**config.mk**
```make
export PLATFORM = sky130hd
export DESIGN_NAME = eprom_burner
export DESIGN_NICKNAME = d
export VERILOG_FILES = /design/src/rtl/eprom_burner_pkg.sv /design/src/rtl/epb_timer.sv /design/src/rtl/epb_attempts.sv /design/src/rtl/epb_addr_seq.sv /design/src/rtl/eprom_burner.sv
export SDC_FILE = /design/constraint.sdc
export NUM_CORES = 1
export LEC_CHECK = 0
export ABC_AREA = 1
export CAP_MARGIN = 20
export CORE_ASPECT_RATIO = 1.25
export CORE_MARGIN = 5
export CORE_UTILIZATION = 35
export DETAILED_ROUTE_END_ITERATION = 7
export GPL_TIMING_DRIVEN = 0
export PLACE_DENSITY = 0.62
export SYNTH_ARGS = -nofsm -noshare
export SYNTH_HDL_FRONTEND = slang
export SYNTH_SLANG_ARGS = --single-unit
```
**constraint.sdc**
```tcl
create_clock -name clk -period 2.3 [get_ports clk]
set_clock_uncertainty 0.15 [all_clocks]
set_input_delay 0.46 -clock clk [delete_from_list [all_inputs] [get_ports clk]]
set_output_delay 0.46 -clock clk [all_outputs]
set_load 0.02 [all_outputs]
```
**src/rtl/eprom_burner_pkg.sv**
```systemverilog
package eprom_burner_pkg;

    typedef enum logic [3:0] {
        ST_IDLE,
        ST_VCC_UP,
        ST_FETCH,
        ST_SETUP,
        ST_PULSE,
        ST_RECOVER,
        ST_VERIFY,
        ST_ADVANCE,
        ST_VCC_DOWN,
        ST_CMP_FETCH,
        ST_CMP_READ,
        ST_CMP_ADVANCE,
        ST_FINISH
    } burn_state_e;

    typedef struct packed {
        logic ce_n;
        logic oe_n;
        logic vpp_en;
        logic vcc_raise;
        logic bus_drive;
        logic img_req;
        logic busy;
        logic done;
    } pins_t;

    localparam pins_t PINS_IDLE = '{ce_n: 1'b1, oe_n: 1'b1, vpp_en: 1'b0,
                                    vcc_raise: 1'b0, bus_drive: 1'b0,
                                    img_req: 1'b0, busy: 1'b0, done: 1'b0};

    function automatic int max2(int a, int b);
        return (a > b) ? a : b;
    endfunction

    // Pin levels for the state the machine is about to occupy.
    function automatic pins_t decode_pins(burn_state_e s);
        pins_t p;
        p = '{ce_n: 1'b1, oe_n: 1'b1, vpp_en: 1'b0, vcc_raise: 1'b0,
              bus_drive: 1'b0, img_req: 1'b0, busy: 1'b1, done: 1'b0};
        unique case (s)
            ST_IDLE:   p.busy = 1'b0;
            ST_FINISH: begin
                p.busy = 1'b0;
                p.done = 1'b1;
            end
            ST_VCC_UP, ST_ADVANCE, ST_RECOVER: p.vcc_raise = 1'b1;
            ST_FETCH: begin
                p.vcc_raise = 1'b1;
                p.img_req   = 1'b1;
            end
            ST_SETUP: begin
                p.vcc_raise = 1'b1;
                p.vpp_en    = 1'b1;
                p.bus_drive = 1'b1;
            end
            ST_PULSE: begin
                p.vcc_raise = 1'b1;
                p.vpp_en    = 1'b1;
                p.bus_drive = 1'b1;
                p.ce_n      = 1'b0;
            end
            ST_VERIFY: begin
                p.vcc_raise = 1'b1;
                p.ce_n      = 1'b0;
                p.oe_n      = 1'b0;
            end
            ST_VCC_DOWN, ST_CMP_ADVANCE: p.busy = 1'b1;
            ST_CMP_FETCH: p.img_req = 1'b1;
            ST_CMP_READ: begin
                p.ce_n = 1'b0;
                p.oe_n = 1'b0;
            end
            default: p = PINS_IDLE;
        endcase
        return p;
    endfunction

endpackage

```
**src/rtl/epb_timer.sv**
```systemverilog
module epb_timer #(
    parameter int W = 8
) (
    input  logic         clk,
    input  logic         rst_n,
    input  logic         load,
    input  logic [W-1:0] load_val,
    output logic         expired
);
    logic [W-1:0] cnt;

    always_ff @(posedge clk or negedge rst_n) begin
        if (!rst_n) begin
            cnt <= '0;
        end else if (load) begin
            cnt <= load_val;
        end else if (cnt != '0) begin
            cnt <= cnt - 1'b1;
        end
    end

    assign expired = (cnt == '0);
endmodule

```
**src/rtl/epb_attempts.sv**
```systemverilog
module epb_attempts #(
    parameter int MAX_PULSES = 25,
    parameter int CNT_W      = 5
) (
    input  logic             clk,
    input  logic             rst_n,
    input  logic             clear,
    input  logic             bump,
    output logic [CNT_W-1:0] count,
    output logic             at_cap
);
    always_ff @(posedge clk or negedge rst_n) begin
        if (!rst_n) begin
            count <= '0;
        end else if (clear) begin
            count <= '0;
        end else if (bump && !at_cap) begin
            count <= count + 1'b1;
        end
    end

    assign at_cap = (count == CNT_W'(MAX_PULSES));
endmodule

```
**src/rtl/epb_addr_seq.sv**
```systemverilog
module epb_addr_seq #(
    parameter int ADDR_W = 16
) (
    input  logic              clk,
    input  logic              rst_n,
    input  logic              clear,
    input  logic              step,
    output logic [ADDR_W-1:0] addr,
    output logic              at_last
);
    always_ff @(posedge clk or negedge rst_n) begin
        if (!rst_n) begin
            addr <= '0;
        end else if (clear) begin
            addr <= '0;
        end else if (step) begin
            addr <= addr + 1'b1;
        end
    end

    assign at_last = (addr == {ADDR_W{1'b1}});
endmodule

```
**src/rtl/eprom_burner.sv**
```systemverilog
module eprom_burner
    import eprom_burner_pkg::*;
#(
    parameter int ADDR_W      = 16,
    parameter int DATA_W      = 8,
    parameter int CLK_HZ      = 100_000_000,
    parameter int PULSE_US    = 100,
    parameter int MAX_PULSES  = 25,
    parameter int DV_CYC      = 10,
    parameter int SETUP_CYC   = 4,
    parameter int SETTLE_CYC  = 16,
    parameter int SKIP_ERASED = 1
) (
    input  logic              clk,
    input  logic              rst_n,
    input  logic              start,
    output logic              busy,
    output logic              done,
    output logic              pass,
    output logic [ADDR_W-1:0] fail_addr,
    output logic              img_req,
    output logic [ADDR_W-1:0] img_addr,
    input  logic              img_valid,
    input  logic [DATA_W-1:0] img_data,
    output logic [ADDR_W-1:0] rom_addr,
    output logic [DATA_W-1:0] rom_dout,
    output logic              rom_dout_en,
    input  logic [DATA_W-1:0] rom_din,
    output logic              rom_ce_n,
    output logic              rom_oe_n,
    output logic              vpp_en,
    output logic              vcc_raise
);
    localparam int PULSE_RAW = int'((64'(CLK_HZ) * 64'(PULSE_US)) / 64'd1_000_000);
    localparam int PULSE_CYC = max2(PULSE_RAW, 1);
    localparam int LONGEST   = max2(max2(PULSE_CYC, SETTLE_CYC), max2(SETUP_CYC, DV_CYC));
    localparam int TMR_W     = $clog2(LONGEST + 1);
    localparam int CNT_W     = $clog2(MAX_PULSES + 1);

    burn_state_e       state, state_nxt;
    pins_t             pins_q;
    logic [TMR_W-1:0]  tmr_val;
    logic              tmr_load, tmr_done;
    logic [CNT_W-1:0]  pulse_cnt;
    logic              at_cap, cnt_clear, cnt_bump;
    logic [ADDR_W-1:0] addr;
    logic              at_last, addr_clear, addr_step;
    logic [DATA_W-1:0] img_byte;
    logic              pass_q;
    logic [ADDR_W-1:0] fail_q;
    logic              byte_match, run_start, erased_byte;

    assign byte_match  = (rom_din == img_byte);
    assign run_start   = ((state == ST_IDLE) || (state == ST_FINISH)) && start;
    assign erased_byte = (SKIP_ERASED != 0) && (img_data == {DATA_W{1'b1}});

    // ---------------- next-state logic ----------------
    always_comb begin
        state_nxt = state;
        unique case (state)
            ST_IDLE, ST_FINISH: if (start) state_nxt = ST_VCC_UP;
            ST_VCC_UP:   if (tmr_done) state_nxt = ST_FETCH;
            ST_FETCH:    if (img_valid) state_nxt = erased_byte ? ST_ADVANCE : ST_SETUP;
            ST_SETUP:    if (tmr_done) state_nxt = ST_PULSE;
            ST_PULSE:    if (tmr_done) state_nxt = ST_RECOVER;
            ST_RECOVER:  if (tmr_done) state_nxt = ST_VERIFY;
            ST_VERIFY: begin
                if (tmr_done) begin
                    if (byte_match)  state_nxt = ST_ADVANCE;
                    else if (at_cap) state_nxt = ST_FINISH;
                    else             state_nxt = ST_SETUP;
                end
            end
            ST_ADVANCE:     state_nxt = at_last ? ST_VCC_DOWN : ST_FETCH;
            ST_VCC_DOWN:    if (tmr_done) state_nxt = ST_CMP_FETCH;
            ST_CMP_FETCH:   if (img_valid) state_nxt = ST_CMP_READ;
            ST_CMP_READ:    if (tmr_done) state_nxt = byte_match ? ST_CMP_ADVANCE : ST_FINISH;
            ST_CMP_ADVANCE: state_nxt = at_last ? ST_FINISH : ST_CMP_FETCH;
            default:        state_nxt = ST_IDLE;
        endcase
    end

    // ---------------- state register ----------------
    always_ff @(posedge clk or negedge rst_n) begin
        if (!rst_n) state <= ST_IDLE;
        else        state <= state_nxt;
    end

    // ---------------- output register (decoded from next state) ----------------
    always_ff @(posedge clk or negedge rst_n) begin
        if (!rst_n) pins_q <= PINS_IDLE;
        else        pins_q <= decode_pins(state_nxt);
    end

    // ---------------- dwell time per state ----------------
    assign tmr_load = (state_nxt != state);

    always_comb begin
        unique case (state_nxt)
            ST_VCC_UP, ST_VCC_DOWN:  tmr_val = TMR_W'(SETTLE_CYC - 1);
            ST_SETUP, ST_RECOVER:    tmr_val = TMR_W'(SETUP_CYC - 1);
            ST_PULSE:                tmr_val = TMR_W'(PULSE_CYC - 1);
            ST_VERIFY, ST_CMP_READ:  tmr_val = TMR_W'(DV_CYC - 1);
            default:                 tmr_val = '0;
        endcase
    end

    epb_timer #(.W(TMR_W)) u_timer (
        .clk      (clk),
        .rst_n    (rst_n),
        .load     (tmr_load),
        .load_val (tmr_val),
        .expired  (tmr_done)
    );

    assign cnt_clear = (state == ST_FETCH);
    assign cnt_bump  = (state_nxt == ST_PULSE) && (state != ST_PULSE);

    epb_attempts #(.MAX_PULSES(MAX_PULSES), .CNT_W(CNT_W)) u_attempts (
        .clk    (clk),
        .rst_n  (rst_n),
        .clear  (cnt_clear),
        .bump   (cnt_bump),
        .count  (pulse_cnt),
        .at_cap (at_cap)
    );

    assign addr_clear = run_start || ((state == ST_VCC_DOWN) && tmr_done);
    assign addr_step  = ((state == ST_ADVANCE) || (state == ST_CMP_ADVANCE)) && !at_last;

    epb_addr_seq #(.ADDR_W(ADDR_W)) u_addr (
        .clk     (clk),
        .rst_n   (rst_n),
        .clear   (addr_clear),
        .step    (addr_step),
        .addr    (addr),
        .at_last (at_last)
    );

    // ---------------- byte holding and result ----------------
    always_ff @(posedge clk or negedge rst_n) begin
        if (!rst_n) begin
            img_byte <= '0;
            pass_q   <= 1'b0;
            fail_q   <= '0;
        end else begin
            if (((state == ST_FETCH) || (state == ST_CMP_FETCH)) && img_valid)
                img_byte <= img_data;
            if (run_start) begin
                pass_q <= 1'b0;
                fail_q <= '0;
            end
            if ((state == ST_VERIFY) && tmr_done && !byte_match && at_cap)
                fail_q <= addr;
            if ((state == ST_CMP_READ) && tmr_done && !byte_match)
                fail_q <= addr;
            if ((state == ST_CMP_ADVANCE) && at_last)
                pass_q <= 1'b1;
        end
    end

    assign busy        = pins_q.busy;
    assign done        = pins_q.done;
    assign pass        = pass_q;
    assign fail_addr   = fail_q;
    assign img_req     = pins_q.img_req;
    assign img_addr    = addr;
    assign rom_addr    = addr;
    assign rom_dout    = img_byte;
    assign rom_dout_en = pins_q.bus_drive;
    assign rom_ce_n    = pins_q.ce_n;
    assign rom_oe_n    = pins_q.oe_n;
    assign vpp_en      = pins_q.vpp_en;
    assign vcc_raise   = pins_q.vcc_raise;
endmodule

```
==> summary.txt <==
Timing
  • Rel. slew slack: 71.1%
  • Setup violations, final: 25
  • RSZ-0062 raised after global routing: yes
  • Peak Freq: 386 MHz
  • Fin. Hold Viols: 0
  • Setup WS post-layout: -0.290 ns
  • Worst-Margin Slew: 0.431 ns
  • Crit share post-route: 113%
  • Max Slew Vio Count: 0
  • Tmin final: 2.59 ns

Clock tree
  • CTS H-tree lvls: 3
  • Skew-Pair Late Insertion Delay: 0.35 ns
  • Worst-path clk slew: 0.07 ns
  • CTS tree: yes
  • CTS root buf: clkbuf_16
  • Num CTS Buffers: 9
  • Longest Clk Path Bufs: 2
  • Clk sinks: 71

Final layout
  • Share of layout cells above drive strength 1: 30.3%
  • Commonest non-fill, non-tap cells in the layout: nand2_1, clkdlybuf4s50_1, inv_1, buf_4, dfrtp_1
  • Final non-filler cell total: 893
  • Fillers: 1,120
  • Antenna diodes: 0
  • Commonest non-fill, non-tap cell in the layout: nand2_1
  • NumNets Final: 752
  • Synth-to-Final Area Change: 54.2%

Synthesis
  • Flops & latches, synth: 71
  • Mapped Area: 0.00425 sq mm
  • Main synth FF type: dfrtp_1
  • Synthesized Nets: 601
  • Largest cells by area after synthesis: dfrtp_1, nand2_1, inv_1, nand3_1, nor2_1
  • Post-synthesis sequential area ratio: 41.9%
  • Async set-reset flop share out of synthesis: 100%
  • Leading area contributor after synthesis: dfrtp_1
  • Syn_area_per_cell: 7.41 sq um
  • Yosys warnings: 0
  • EDFF count, synth: 0
  • Synth top area share: 40.7%
  • Post-synthesis cell type count: 40
  • Syn Inst Count: 573

Route
  • Top Layer Used: met4
  • DR WL/cell: 14.7 microns
  • Via count: 4,401
  • Average vias per placed instance: 4.93
  • DRT Pass-1 Iters: 7
  • Routed Antenna Nets: 0
  • Wirelength, routed: 13.2 mm
  • Initial drt markers: 183
  • DR WL met3: 525 microns
  • Residual DRC: 0
  • Routed wl met2: 7.17 mm
  • Met1 WL: 5.12 mm

Die
  • Core ar.: 0.0120 sq mm
  • Initial Util: 35.2%
  • Width of the die: 109 microns
  • I/O pin cnt: 85
  • Site Rows: 45
  • Die area: 0.0144 sq mm
  • Height of the die: 133 microns

Worst setup path
  • Setup crit start kind: flop
  • Setup Crit Path Kind: flop to flop
  • Worst Reg-to-Reg Cells: 17
  • Setup crit end kind: flop
  • Critical path fanouts, max: 5
  • Arrival time at the worst endpoint: 2.71 ns
  • Worst EP required: 2.42 ns

Pwr
  • Internal Power: 0.00415 W
  • Clock power frac: 19.9%
  • Part of the power in combinational logic: 56.6%
  • Leak Pwr: 3.04 nW
  • Switching power: 0.00306 W
  • Tot Pwr: 0.00722 W
  • Pwr dens: 1100 mW/mm^2
  • Highest ir drop seen on vdd: 0.469 mV
  • Switch share: 42.4%
  • Sequential power share: 23.5%

Global routing
  • Largest net degree at the start of global routing: 54
  • First-pass GRT wire length: 20.9 mm
  • Antenna violations before repair: 0
  • Global route overflow: 0
  • GRT Total Usage: 18.0%
  • Vias in the first global route: 4,530

Place
  • Pre-CTS WS: -0.568 ns
  • Gpl congestion: 0.817
  • Dpl hpwl: 8.74 mm
  • Cells after DPL: 822
  • # port buffers: 84

Run
  • MaxCap Viol Count: 0

Status
  • Failing checks: setup timing
  • Outcome: finished with violations

Hold path
  • Worst Hold Depth: 2
  • Min-Delay Path Class: flop to flop
## repair_timing
action	in CTS	in global routing
pin swaps	23	22
gates resized for setup	88	58
endpoints found under the hold margin	18	0
gates cloned	2	0
buffers inserted	36	18
hold buffers	1	0
setup endpoints to repair	57	48
## routing by layer
metal	GRT usage, %	up-vias
met3	3.97	26
met5	0	-
li1	-	2127
met1	19.5	2147
met4	7.51	0
met2	33.2	101
## state kept, by name, indices dropped and copies added, names as in the netlist, 4 cells and up
name	flops
u_attempts.count	5
state	4
u_timer.cnt	14
rom_dout	8
fail_addr	16
u_addr.addr	16
## cells in the mapped netlist (all sizes together), types with 5 or more instances
library cell	n
clkbuf	5
a21oi	22
xnor2	5
nand2	152
xor2	7
nand3	49
o21ai	40
dfrtp	69
nor2	66
nand4	9
inv	82
nor3	12
ha	8
a211oi	5
buf	22
## area by class of cell
| type | instances | area (sq um) | area share, % |
|---|---|---|---|
| Buffer | 27 | 191 | 2.92 |
| Clock buffer | 9 | 225 | 3.44 |
| Clock inverter | 7 | 77.6 | 1.18 |
| Inverter | 83 | 329 | 5.02 |
| Multi-Input combinational cell | 393 | 2390 | 36.5 |
| Sequential cell | 71 | 1790 | 27.4 |
| Tap cell | 164 | 205 | 3.13 |
| Timing Repair Buffer | 139 | 1340 | 20.4 |
## power groups by stage
| stage | logic [W] | registers (W) | clock network (W) |
|---|---|---|---|
| 2_1_floorplan | 0.00176 | 0.00182 | 0 |
| 3_3_place_gp | 0.00256 | 0.00171 | 0 |
| 3_5_place_dp | 0.00263 | 0.00172 | 0 |
| 4_1_cts | 0.00355 | 0.00169 | 0.00145 |
| 5_1_grt | 0.00443 | 0.00173 | 0.00151 |
| 6_report | 0.00408 | 0.00170 | 0.00144 |
## per-stage QoR
stage          TNS, ns  hold WS (ns)  util (%)  cell area, sq um
6_report         -5.06         0.369      54.4              6550
3_5_place_dp    -17.23         0.217      44.4              5340
5_1_grt          -8.43         0.398      54.4              6550
4_1_cts          -2.69         0.369      51.9              6250
3_3_place_gp   -150.98         0.349      44.1              5320
2_1_floorplan  -0.0208        0.0144         -              4270
## cell families (layout without fill, tap and decap cells)
| logic type | count (synthesis) | after routing | share of synthesized area (%) |
|---|---|---|---|
| compound gates | 78 | 78 | 10.5 |
| buf+inv | 110 | 265 | 11.6 |
| xor+xnor | 12 | 12 | 2.47 |
| simple gates | 294 | 295 | 31.2 |
| flops | 71 | 71 | 41.9 |
| fa+ha+maj | 8 | 8 | 2.36 |
## critical path, stage by stage, from the launching register on
cell	delay, ns
dfrtp_2	0.48
buf_6	0.15
ha_4	0.16
o211ai_4	0.18
nand3_2	0.10
nor2_2	0.12
nand2_1	0.08
nor2_1	0.09
nand2_1	0.08
nand2_2	0.11
nand2_1	0.07
nand2_1	0.08
nand2_2	0.07
nor2_4	0.12
nand2_4	0.10
buf_12	0.14
buf_16	0.13
o21ai_2	0.10
## final timing paths
path | from | to | slack, ns
setup / recovery | state[2]$_DFF_PN0_ | u_timer.cnt[13]$_DFFE_PN0P_ | -0.29
hold / removal | fail_addr[13]$_DFFE_PN0P_ | fail_addr[13]$_DFFE_PN0P_ | 0.37
setup reg to reg | state[2]$_DFF_PN0_ | u_timer.cnt[13]$_DFFE_PN0P_ | -0.29
hold reg to reg | fail_addr[13]$_DFFE_PN0P_ | fail_addr[13]$_DFFE_PN0P_ | 0.37
max in group asynchronous | rst_n | rom_oe_n$_DFF_PN1_ | 1.00
min in group asynchronous | rst_n | rom_dout[6]$_DFFE_PN0P_ | 0.40
(Power assumes the default switching activity.)
